--- src/rtl/dxc_pkg.sv ---
package dxc_pkg;
  localparam int REC_BYTES = 7;
  localparam int CB_REPEAT = 0;
  localparam int CB_CHAIN  = 1;
  localparam int CB_RINT   = 2;
  localparam int CB_SINC   = 3;
  localparam int CB_DINC   = 4;

  typedef enum logic [3:0] {
    S_IDLE, S_RREQ, S_RCAP, S_DRD, S_DCAP, S_DWR, S_UPD, S_WB, S_DONE
  } dxc_state_e;
endpackage

--- src/rtl/dxc_prio_pick.sv ---
module dxc_prio_pick #(
  parameter int N = 8,
  localparam int IW = (N > 1) ? $clog2(N) : 1
) (
  input  logic [N-1:0]  req,
  output logic          any,
  output logic [IW-1:0] idx
);
  always_comb begin
    idx = '0;
    for (int i = N - 1; i >= 0; i--) begin
      if (req[i]) idx = IW'(i);
    end
  end
  assign any = |req;
endmodule

--- src/rtl/dxc_rec_update.sv ---
module dxc_rec_update import dxc_pkg::*; #(
  parameter int AW = 16
) (
  input  logic [7:0]    ctrl,
  input  logic [7:0]    cnt,
  input  logic [7:0]    rsz,
  input  logic [AW-1:0] sa,
  input  logic [AW-1:0] da,
  output logic [7:0]    cnt_n,
  output logic [AW-1:0] sa_n,
  output logic [AW-1:0] da_n,
  output logic          kill_en
);
  logic          rpt, last, wrap;
  logic [AW-1:0] span, sa_i, da_i;

  always_comb begin
    rpt   = ctrl[CB_REPEAT];
    last  = (cnt == 8'd1);
    wrap  = rpt && last;
    span  = (rsz == 8'd0) ? AW'(256) : AW'(rsz);
    sa_i  = sa + AW'(1);
    da_i  = da + AW'(1);
    cnt_n = wrap ? rsz : cnt - 8'd1;
    sa_n  = !ctrl[CB_SINC] ? sa : (wrap ? sa_i - span : sa_i);
    da_n  = !ctrl[CB_DINC] ? da : (wrap ? da_i - span : da_i);
    kill_en = last && (!rpt || ctrl[CB_RINT]);
  end
endmodule

--- src/rtl/desc_xfer_ctrl.sv ---
module desc_xfer_ctrl import dxc_pkg::*; #(
  parameter int NSRC       = 8,
  parameter int NREC       = 24,
  parameter int AW         = 16,
  parameter int REC_BASE   = 'h0800,
  parameter int REC_STRIDE = 8
) (
  input  logic            clk,
  input  logic            rst_n,
  input  logic [NSRC-1:0] src_flag,
  input  logic [NSRC-1:0] src_en,
  output logic [NSRC-1:0] clr_flag,
  output logic [NSRC-1:0] clr_en,
  output logic            busy,
  output logic            mem_req,
  output logic            mem_we,
  output logic [AW-1:0]   mem_addr,
  output logic [7:0]      mem_wdata,
  input  logic [7:0]      mem_rdata
);
  localparam int IW = (NREC > 1) ? $clog2(NREC) : 1;
  localparam int SW = (NSRC > 1) ? $clog2(NSRC) : 1;
  localparam int BW = $clog2(REC_BYTES);

  dxc_state_e      state;
  logic [IW-1:0]   cur_idx;
  logic [SW-1:0]   src_idx;
  logic [BW-1:0]   bcnt;
  logic [7:0]      rec_q [REC_BYTES];
  logic [7:0]      xbyte_q;
  logic            first_q, kill_q;
  logic [NSRC-1:0] pend_q, req_vec, done_mask;
  logic            win_any;
  logic [SW-1:0]   win_idx;
  logic [AW-1:0]   rec_addr, sa, da, sa_n, da_n;
  logic [7:0]      cnt_n;
  logic            kill_en;

  assign req_vec   = pend_q | (src_flag & src_en);
  assign done_mask = (state == S_DONE) ? (NSRC'(1) << src_idx) : '0;
  assign rec_addr  = AW'(REC_BASE) + AW'(cur_idx) * AW'(REC_STRIDE);
  assign sa        = {rec_q[4], rec_q[3]};
  assign da        = {rec_q[6], rec_q[5]};

  dxc_prio_pick #(.N(NSRC)) u_pick (.req(req_vec), .any(win_any), .idx(win_idx));

  dxc_rec_update #(.AW(AW)) u_upd (
    .ctrl(rec_q[0]), .cnt(rec_q[1]), .rsz(rec_q[2]), .sa(sa), .da(da),
    .cnt_n(cnt_n), .sa_n(sa_n), .da_n(da_n), .kill_en(kill_en)
  );

  always_ff @(posedge clk) begin
    if (!rst_n) begin
      state   <= S_IDLE;
      cur_idx <= '0;
      src_idx <= '0;
      bcnt    <= '0;
      xbyte_q <= '0;
      first_q <= 1'b0;
      kill_q  <= 1'b0;
      pend_q  <= '0;
      for (int k = 0; k < REC_BYTES; k++) rec_q[k] <= '0;
    end else begin
      pend_q <= req_vec & ~done_mask;
      case (state)
        S_IDLE: if (win_any) begin
          src_idx <= win_idx;
          cur_idx <= IW'(win_idx);
          first_q <= 1'b1;
          bcnt    <= '0;
          state   <= S_RREQ;
        end
        S_RREQ: state <= S_RCAP;
        S_RCAP: begin
          rec_q[bcnt] <= mem_rdata;
          if (bcnt == BW'(REC_BYTES - 1)) begin
            bcnt  <= '0;
            state <= S_DRD;
          end else begin
            bcnt  <= bcnt + BW'(1);
            state <= S_RREQ;
          end
        end
        S_DRD:  state <= S_DCAP;
        S_DCAP: begin
          xbyte_q <= mem_rdata;
          state   <= S_DWR;
        end
        S_DWR:  state <= S_UPD;
        S_UPD: begin
          rec_q[1] <= cnt_n;
          rec_q[3] <= sa_n[7:0];
          rec_q[4] <= sa_n[15:8];
          rec_q[5] <= da_n[7:0];
          rec_q[6] <= da_n[15:8];
          if (first_q) kill_q <= kill_en;
          bcnt  <= '0;
          state <= S_WB;
        end
        S_WB: begin
          if (bcnt == BW'(REC_BYTES - 1)) begin
            bcnt <= '0;
            if (rec_q[0][CB_CHAIN] && cur_idx != IW'(NREC - 1)) begin
              cur_idx <= cur_idx + IW'(1);
              first_q <= 1'b0;
              state   <= S_RREQ;
            end else begin
              state <= S_DONE;
            end
          end else begin
            bcnt <= bcnt + BW'(1);
          end
        end
        S_DONE:  state <= S_IDLE;
        default: state <= S_IDLE;
      endcase
    end
  end

  always_comb begin
    mem_req   = 1'b0;
    mem_we    = 1'b0;
    mem_addr  = '0;
    mem_wdata = '0;
    case (state)
      S_RREQ: begin
        mem_req  = 1'b1;
        mem_addr = rec_addr + AW'(bcnt);
      end
      S_DRD: begin
        mem_req  = 1'b1;
        mem_addr = sa;
      end
      S_DWR: begin
        mem_req   = 1'b1;
        mem_we    = 1'b1;
        mem_addr  = da;
        mem_wdata = xbyte_q;
      end
      S_WB: begin
        mem_req   = 1'b1;
        mem_we    = 1'b1;
        mem_addr  = rec_addr + AW'(bcnt);
        mem_wdata = rec_q[bcnt];
      end
      default: ;
    endcase
  end

  assign busy     = (state != S_IDLE) && (state != S_DONE);
  assign clr_en   = kill_q ? done_mask : '0;
  assign clr_flag = kill_q ? '0 : done_mask;
endmodule

--- config.mk ---
export PLATFORM = sky130hd
export DESIGN_NAME = desc_xfer_ctrl
export DESIGN_NICKNAME = d
export VERILOG_FILES = /design/src/rtl/dxc_pkg.sv /design/src/rtl/dxc_prio_pick.sv /design/src/rtl/dxc_rec_update.sv /design/src/rtl/desc_xfer_ctrl.sv
export SDC_FILE = /design/constraint.sdc
export NUM_CORES = 1
export LEC_CHECK = 0
export ABC_CLOCK_PERIOD_IN_PS = 3000
export BUFFER_PORTS_ARGS = -buffer_cell sky130_fd_sc_hd__clkbuf_2
export CORE_ASPECT_RATIO = 1.5
export CORE_MARGIN = 2
export CORE_UTILIZATION = 55
export DETAILED_ROUTE_END_ITERATION = 7
export HOLD_SLACK_MARGIN = 0.02
export MAX_ROUTING_LAYER = met4
export PLACE_DENSITY_LB_ADDON = 0.3
export SYNTH_ARGS = -nofsm -noshare
export SYNTH_HDL_FRONTEND = slang
export SYNTH_SLANG_ARGS = --single-unit
--- constraint.sdc ---
create_clock -name clk -period 3 [get_ports clk]
set_input_delay 0.6 -clock clk [delete_from_list [all_inputs] [get_ports clk]]
set_output_delay 0.6 -clock clk [all_outputs]
set_load 0.05 [all_outputs]
==> metrics.md, run 1 <==
| Metric | Value |
|---|---|
| Status | `finished clean` |
| Most used DFF post-synth | `edfxtp_1` |
| Deepest clock path buffer count | `2` |
| # H-tree levels | `3` |
| Drt wl/cell | `22.44 um` |
| CP delay by family, top | `simple AND/OR/NAND/NOR gates` |
| Max Slew Vio Count | `0` |
| Top cell by count, worst path | `xor2_1` |
| Combinational group share of total power | `0.194` |
| Critical-path cell list | `nand3_1 > nor2_1 > xor2_1 > ha_1 > or2_2 > or3_1 > a41o_1 > nor3_1 > xor2_1 > o22ai_1` |
| Buf+Inv Stages, Crit Path | `0` |
| Hold EP | `xbyte_q[7]$_SDFFE_PN0P_` |
| Initial antenna violation count | `0` |
| Chip height | `145.8 um` |
| P&R area growth vs syn | `19.77%` |
| Inserted Diodes | `0` |
| RSZ-0062 raised after global routing | `true` |
| Clock sink count | `100` |
| Vias in the first global route | `7221` |
| Global Route Usage Sum | `0.3566` |
| Slowest CP cell | `edfxtp_1` |
| CP peak stage delay | `0.51 ns` |
| Clock tree from TritonCTS | `done` |
| Switch Pwr | `1.062 mW` |
| CP Max Fanout | `6` |
| Worst-Margin Slew | `0.9977 ns` |
| Cell taking the most area after synthesis | `edfxtp_1` |
| Fin. Hold Viols | `0` |
| Leakage | `3.419 nW` |
| WS Path Type | `register to register` |
| Worst Reg2Reg Path Length in Cells | `10` |
| Syn Area/Cell | `8.653 um2` |
| DR vias/cell | `6.668` |
| Power, Total | `3.643 mW` |
| Skew final | `0.008748 ns` |
| Row Count | `51` |
| Die width | `98.53 um` |
| Clock root buffer | `clkbuf_16` |
| Layout cells sized above 1 | `0.2226` |
| Post-synth EDFFs | `64` |
| Post-synth ARST share | `0` |
| Area of the multi-input gates | `4533 um2` |
| Antenna Nets Post-Route | `0` |
| CORE AREA | `13020 um2` |
| Crit path time final | `2.966 ns` |
| Max transition margin | `0.3348` |
| Fillers | `1048` |
| I/O Buffers | `68` |
| Max-cap violations | `0` |
| Post-route DRC | `0` |
| Yosys reg bits | `100` |
| Share of the synthesized area in the top cell type | `0.2607` |
| Die ar. | `14370 um2` |
| Worst R2R Setup Slack | `0.03 ns` |
| CP Capture Type | `register` |
| IO Count | `69` |
| GP Congestion | `1.040` |
| Largest net degree at the start of global routing | `30` |
| Clock slew at reported path FFs | `0.07 ns` |
| Final worst-path cycle share | `0.9886` |
| Sequential area share after synthesis | `0.3585` |
| PwrDens | `412.6 nW/um2` |
| Detailed Route WL | `25440 um` |
| F_max | `337.2 MHz` |
| Sequential power share | `0.439` |
| Peak supply drop | `313.6 uV` |
| Hold WS | `0.4554 ns` |
| HP Class | `register to register` |
| Insertion delay to the later sink of the worst-skew pair | `0.35 ns` |
| Final setup viols | `0` |
| Clk pwr share | `0.367` |
| DR iter-0 viols | `729` |
| Seq. cell area | `2643 um2` |
| RR Endpoint | `rec_q[6][3]$_DFFE_PP_` |
| Drt pass-1 iters | `6` |
| Internal power | `2.581 mW` |
| WHS Path Cells | `2` |
| Reg-to-Reg Start | `rec_q[5][2]$_DFFE_PP_` |
| Fin nets | `1021` |
| Warnings, synthesis | `0` |
| HPWL after DPL | `19240 um` |
| Setup crit start kind | `register` |
| Largest cells by area after synthesis | `edfxtp_1 (26%), dfxtp_1 (9.8%), nor2_1 (6.1%)` |
| Yosys cell types | `67` |
| Gr ovfl total | `0` |
| Syn_nets | `903` |
| Hold path start | `xbyte_q[7]$_SDFFE_PN0P_` |
| Vias | `7562` |
| Crit path DAT | `3.06 ns` |
| Switching Share | `0.2914` |
| Initial Util | `0.5663` |
| Data required time of the worst path | `3.09 ns` |
| Syn Std Cell Area | `7372 um2` |
| Global-route wire length before repair | `38620 um` |
| TritonCTS Buffers | `9` |
| Syn Inst Count | `852` |
==> metrics by stage <==
step / setup TNS [ns] / std cells / setup slack (ns) / cell area [um2] / utilization
global placement: 0 / 1109 / 0.08487 / 8312 / 0.6385
finish: 0 / 1134 / 0.03424 / 8830 / 0.6783
detailed placement: 0 / 1109 / 0.03238 / 8312 / 0.6385
floorplan: -5.726 / 852 / -0.4510 / 7372 / -
global route: -0.3859 / 1134 / -0.06516 / 8830 / 0.6783
CTS: 0 / 1125 / 0.02571 / 8647 / 0.6643
==> worst max path at each step <==
stage                         startpoint                     to  slack (ns)  cells past startpoint
6_report           rec_q[5][2]$_DFFE_PP_  rec_q[6][3]$_DFFE_PP_        0.03                     10
5_1_grt            rec_q[5][3]$_DFFE_PP_  rec_q[6][7]$_DFFE_PP_       -0.07                     10
4_1_cts            rec_q[5][1]$_DFFE_PP_  rec_q[6][7]$_DFFE_PP_        0.03                     10
3_5_place_dp   rec_q[3][0]$_SDFFCE_PN0P_  rec_q[4][6]$_DFFE_PP_        0.03                     10
3_3_place_gp   rec_q[3][0]$_SDFFCE_PN0P_  rec_q[4][6]$_DFFE_PP_        0.08                     10
2_1_floorplan      state[2]$_SDFFE_PN0P_           mem_wdata[0]       -0.45                      5
==> placed cells by master (no fill, tap or decap), types with 4 or more instances in the layout <==
master / n
a21oi_1: 49
nor2b_1: 11
nor2_2: 4
nor2_1: 115
nor3_1: 22
o22ai_1: 26
inv_1: 37
edfxtp_1: 64
o31a_1: 4
xnor2_1: 37
a211oi_1: 33
mux4_2: 16
clkbuf_2: 69
nand4_1: 9
clkbuf_16: 10
a22oi_1: 12
nor3_2: 5
xor2_1: 14
mux2i_1: 20
o21ai_0: 22
buf_4: 77
a21o_1: 6
nand2b_1: 10
o21a_1: 5
and3_1: 9
nand2_1: 101
dfxtp_1: 36
nor4_1: 9
nand3_1: 33
o21ai_1: 4
ha_1: 21
or3_1: 4
==> cell type report <==
type,count,share of cell area
multi-input combinational,673,0.5134
clock buffer,11,0.02891
timing repair buffer,149,0.1111
inverter,37,0.01573
tap,159,0.02253
clock inverter,5,0.009069
sequential,100,0.2993
==> cells by family (layout without fill, tap and decap cells) <==
family,count (synthesis),count (layout),synth area share
and+or+nand+nor,358,358,0.2245
AOI/OAI and AO/OA,197,197,0.1826
buffers and inverters,79,202,0.04124
adders and majority gates,25,25,0.04447
muxes,38,38,0.07960
xor gates and xnor gates,55,55,0.06908
DFF,100,100,0.3585
==> power groups by stage <==
stage	Clock, mW	Sequential, mW	Combinational, mW
4_1_cts	1.32	1.59	0.676
6_report	1.34	1.60	0.708
3_3_place_gp	0	1.62	0.662
2_1_floorplan	0	1.60	0.465
3_5_place_dp	0	1.62	0.670
5_1_grt	1.38	1.60	0.758
==> synthesized netlist by cell type, types with 3 or more instances <==
cell type,instances
a211o_1,3
a211oi_1,33
a21o_1,6
a21oi_1,50
a22oi_1,12
a311oi_1,3
a31oi_1,3
and2_1,3
and3_1,9
buf_1,5
buf_2,6
clkbuf_1,31
dfxtp_1,36
edfxtp_1,64
ha_1,23
inv_1,37
mux2i_1,20
mux4_2,16
nand2_1,102
nand2b_1,10
nand3_1,34
nand4_1,9
nand4b_1,3
nor2_1,119
nor2b_1,11
nor3_1,27
nor4_1,10
o2111ai_1,5
o21a_1,5
o21ai_0,24
o22ai_1,26
o31a_1,4
or2_2,3
or3_1,4
xnor2_1,38
xor2_1,15
==> worst register-to-register path, stage by stage (launching register included) <==
cell and delay, ns:
edfxtp_1 0.51, nand3_1 0.19, nor2_1 0.15, xor2_1 0.13
ha_1 0.25, or2_2 0.31, or3_1 0.37, a41o_1 0.31
nor3_1 0.23, xor2_1 0.17, o22ai_1 0.09
==> what timing repair did <==
action,in CTS,in global routing
hold buffers,0,0
setup endpoints to repair,0,25
resized for setup,0,26
setup buffers,0,9
==> sequential cells by signal, summed over array words and instances (netlist names), named ones only <==
| register | cells |
|---|---|
| pend_q | 8 |
| cur_idx | 5 |
| first_q | 1 |
| src_idx | 3 |
| kill_q | 1 |
| rec_q | 64 |
| state | 4 |
| bcnt | 3 |
| xbyte_q | 8 |
==> metal layers <==
layer | global-route usage | up-vias | part of all wire
li1 | - | 3374 | -
met1 | 0.3840 | 3527 | 0.34
met2 | 0.5881 | 497 | 0.49
met3 | 0.05572 | 164 | 0.088
met4 | 0.2589 | 0 | 0.085
met5 | - | - | 0
(Power assumes the default switching activity.)
==> run 2: changes to the inputs <==
--- a/config.mk
+++ b/config.mk
@@ -13,7 +13,7 @@
 export DETAILED_ROUTE_END_ITERATION = 7
 export HOLD_SLACK_MARGIN = 0.02
 export MAX_ROUTING_LAYER = met4
-export PLACE_DENSITY_LB_ADDON = 0.3
+export PLACE_DENSITY = 0.78
 export SYNTH_ARGS = -nofsm -noshare
 export SYNTH_HDL_FRONTEND = slang
 export SYNTH_SLANG_ARGS = --single-unit
==> metrics.md, run 2 (synthesized netlist as in run 1, its figures left out) <==
| Metric | Value |
|---|---|
| Worst Reg2Reg Path Length in Cells | `12` |
| Clock root buffer | `clkbuf_16` |
| Final worst-path cycle share | `0.9986` |
| Sequential power share | `0.463` |
| Clock tree from TritonCTS | `done` |
| Antenna Nets Post-Route | `0` |
| Hold path start | `xbyte_q[0]$_SDFFE_PN0P_` |
| RR Endpoint | `rec_q[6][3]$_DFFE_PP_` |
| Crit path time final | `2.996 ns` |
| Max-cap violations | `0` |
| GP Congestion | `1.092` |
| Leakage | `3.385 nW` |
| Drt wl/cell | `21.79 um` |
| Gr ovfl total | `0` |
| Skew final | `0.008510 ns` |
| Hold WS | `0.4606 ns` |
| Die width | `98.53 um` |
| HPWL after DPL | `18890 um` |
| Vias in the first global route | `7001` |
| Max Slew Vio Count | `0` |
| Worst setup margin | `0.004238 ns` |
| Worst-Margin Slew | `0.8950 ns` |
| Slowest CP cell | `edfxtp_1` |
| DR iter-0 viols | `740` |
| Internal power | `2.412 mW` |
| Max transition margin | `0.3987` |
| CP delay by family, top | `simple AND/OR/NAND/NOR gates` |
| P&R area growth vs syn | `19.65%` |
| Insertion delay to the later sink of the worst-skew pair | `0.35 ns` |
| Deepest clock path buffer count | `2` |
| Placed insts | `1109` |
| Non-Filler Instances | `1135` |
| Clock slew at reported path FFs | `0.07 ns` |
| PwrDens | `391.7 nW/um2` |
| Setup crit start kind | `register` |
| WS Path Type | `register to register` |
| Final setup viols | `0` |
| Pre-CTS WS | `0.06078 ns` |
| Global Route Usage Sum | `0.3500` |
| Clock sink count | `100` |
| # H-tree levels | `3` |
| Drt pass-1 iters | `6` |
| Top cell by count, worst path | `nand2_1` |
| Largest net degree at the start of global routing | `22` |
| Commonest non-fill, non-tap cell in the layout | `nor2_1` |
| Chip height | `145.8 um` |
| Inserted Diodes | `0` |
| Initial Util | `0.5663` |
| TritonCTS Buffers | `9` |
| IO Count | `69` |
| Buf+Inv Stages, Crit Path | `1` |
| Switching Share | `0.3020` |
| CORE AREA | `13020 um2` |
| Crit path depth | `12` |
| CP peak stage delay | `0.58 ns` |
| Die ar. | `14370 um2` |
| Fin. Hold Viols | `0` |
| DR vias/cell | `6.563` |
| Row Count | `51` |
| WHS Path Cells | `2` |
| Data required time of the worst path | `3.08 ns` |
| RSZ-0062 raised after global routing | `true` |
| CTS Hold Buffers Added | `0` |
| Clk pwr share | `0.330` |
| Peak supply drop | `247.4 uV` |
| Final core utilization | `0.6776` |
| Reg-to-Reg Start | `rec_q[5][2]$_DFFE_PP_` |
| Fin nets | `1022` |
| Hold EP | `xbyte_q[0]$_SDFFE_PN0P_` |
| Switch Pwr | `1.043 mW` |
| CP Max Fanout | `7` |
| CP Capture Type | `register` |
| Vias | `7449` |
| Global-route wire length before repair | `37960 um` |
| Layout cells sized above 1 | `0.2285` |
| Worst R2R Setup Slack | `0.004 ns` |
| F_max | `333.8 MHz` |
| Combinational group share of total power | `0.207` |
| Max reg flops | `64` |
| Critical-path cell list | `nand4_1 > buf_4 > nor2_2 > nand2_1 > xnor2_1 > ha_1 > nand3_1 > nand2_1 > a41o_4 > nor3_4 > xor2_1 > o22ai_1` |
| Status | `finished clean` |
| Detailed Route WL | `24740 um` |
| Post-route DRC | `0` |
| Reg with most FFs | `rec_q` |
| Initial antenna violation count | `0` |
| HP Class | `register to register` |
| Crit path DAT | `3.07 ns` |
| Top flop regs | `rec_q x64, pend_q x8, xbyte_q x8` |
| I/O Buffers | `68` |
| Commonest non-fill, non-tap cells in the layout | `nor2_1 (115), nand2_1 (102), buf_4 (81)` |
## run 2: through the flow
stage	cell area [um2]	setup TNS [ns]	power, mW
final	8821	0	3.455
after CTS	8587	0	3.410
after global routing	8821	-1.020	3.553
after detailed placement	8299	0	2.294
after floorplan	7372	-5.726	2.060
after global placement	8299	0	2.286
## run 2: timing repair
item | CTS | global route
setup endpoints to repair | 0 | 23
setup buffers | 0 | 10
resized for setup | 0 | 34
## run 2: routing by layer
layer | track usage | share of wire
met1 | 0.3973 | 0.34
met2 | 0.5707 | 0.48
met5 | - | 0
met4 | 0.2329 | 0.086
met3 | 0.04707 | 0.091
## run 2: how the worst max path moves through the flow
| stage | slack (ns) | startpoint | end |
|---|---|---|---|
| 3_3_place_gp | 0.11 | rec_q[5][3]$_DFFE_PP_ | rec_q[6][3]$_DFFE_PP_ |
| 4_1_cts | 0.006 | rec_q[5][2]$_DFFE_PP_ | rec_q[6][3]$_DFFE_PP_ |
| 3_5_place_dp | 0.06 | rec_q[3][0]$_SDFFCE_PN0P_ | rec_q[4][6]$_DFFE_PP_ |
| 2_1_floorplan | -0.45 | state[2]$_SDFFE_PN0P_ | mem_wdata[0] |
| 5_1_grt | -0.17 | rec_q[3][1]$_SDFFCE_PN0P_ | rec_q[4][6]$_DFFE_PP_ |
| 6_report | 0.004 | rec_q[5][2]$_DFFE_PP_ | rec_q[6][3]$_DFFE_PP_ |
## run 2: cell type report
| class | instances | area, um2 |
|---|---|---|
| Clock inverter | 5 | 35.03 |
| Clock buffer | 11 | 252.7 |
| Timing Repair Buffer | 150 | 968.4 |
| Sequential cell | 100 | 2643 |
| Inverter | 37 | 138.9 |
| Fill cell | 1045 | 4197 |
| Multi-Input combinational cell | 673 | 4584 |
| Tap cell | 159 | 198.9 |
## run 2: worst register-to-register path, delay by kind of cell (launching register included)
kind / cells / cell delay, ns
simple gates: 6 / 0.77
fa+ha+maj: 1 / 0.35
compound gates: 2 / 0.37
buf+inv: 1 / 0.19
xor+xnor: 2 / 0.47
flops: 1 / 0.58
## run 2: power by group through the flow
stage	logic [mW]	registers, mW	clock network [mW]
finish	0.716	1.60	1.14
detailed placement	0.671	1.62	0
CTS	0.676	1.59	1.14
global placement	0.664	1.62	0
global route	0.771	1.60	1.18
floorplan	0.465	1.60	0
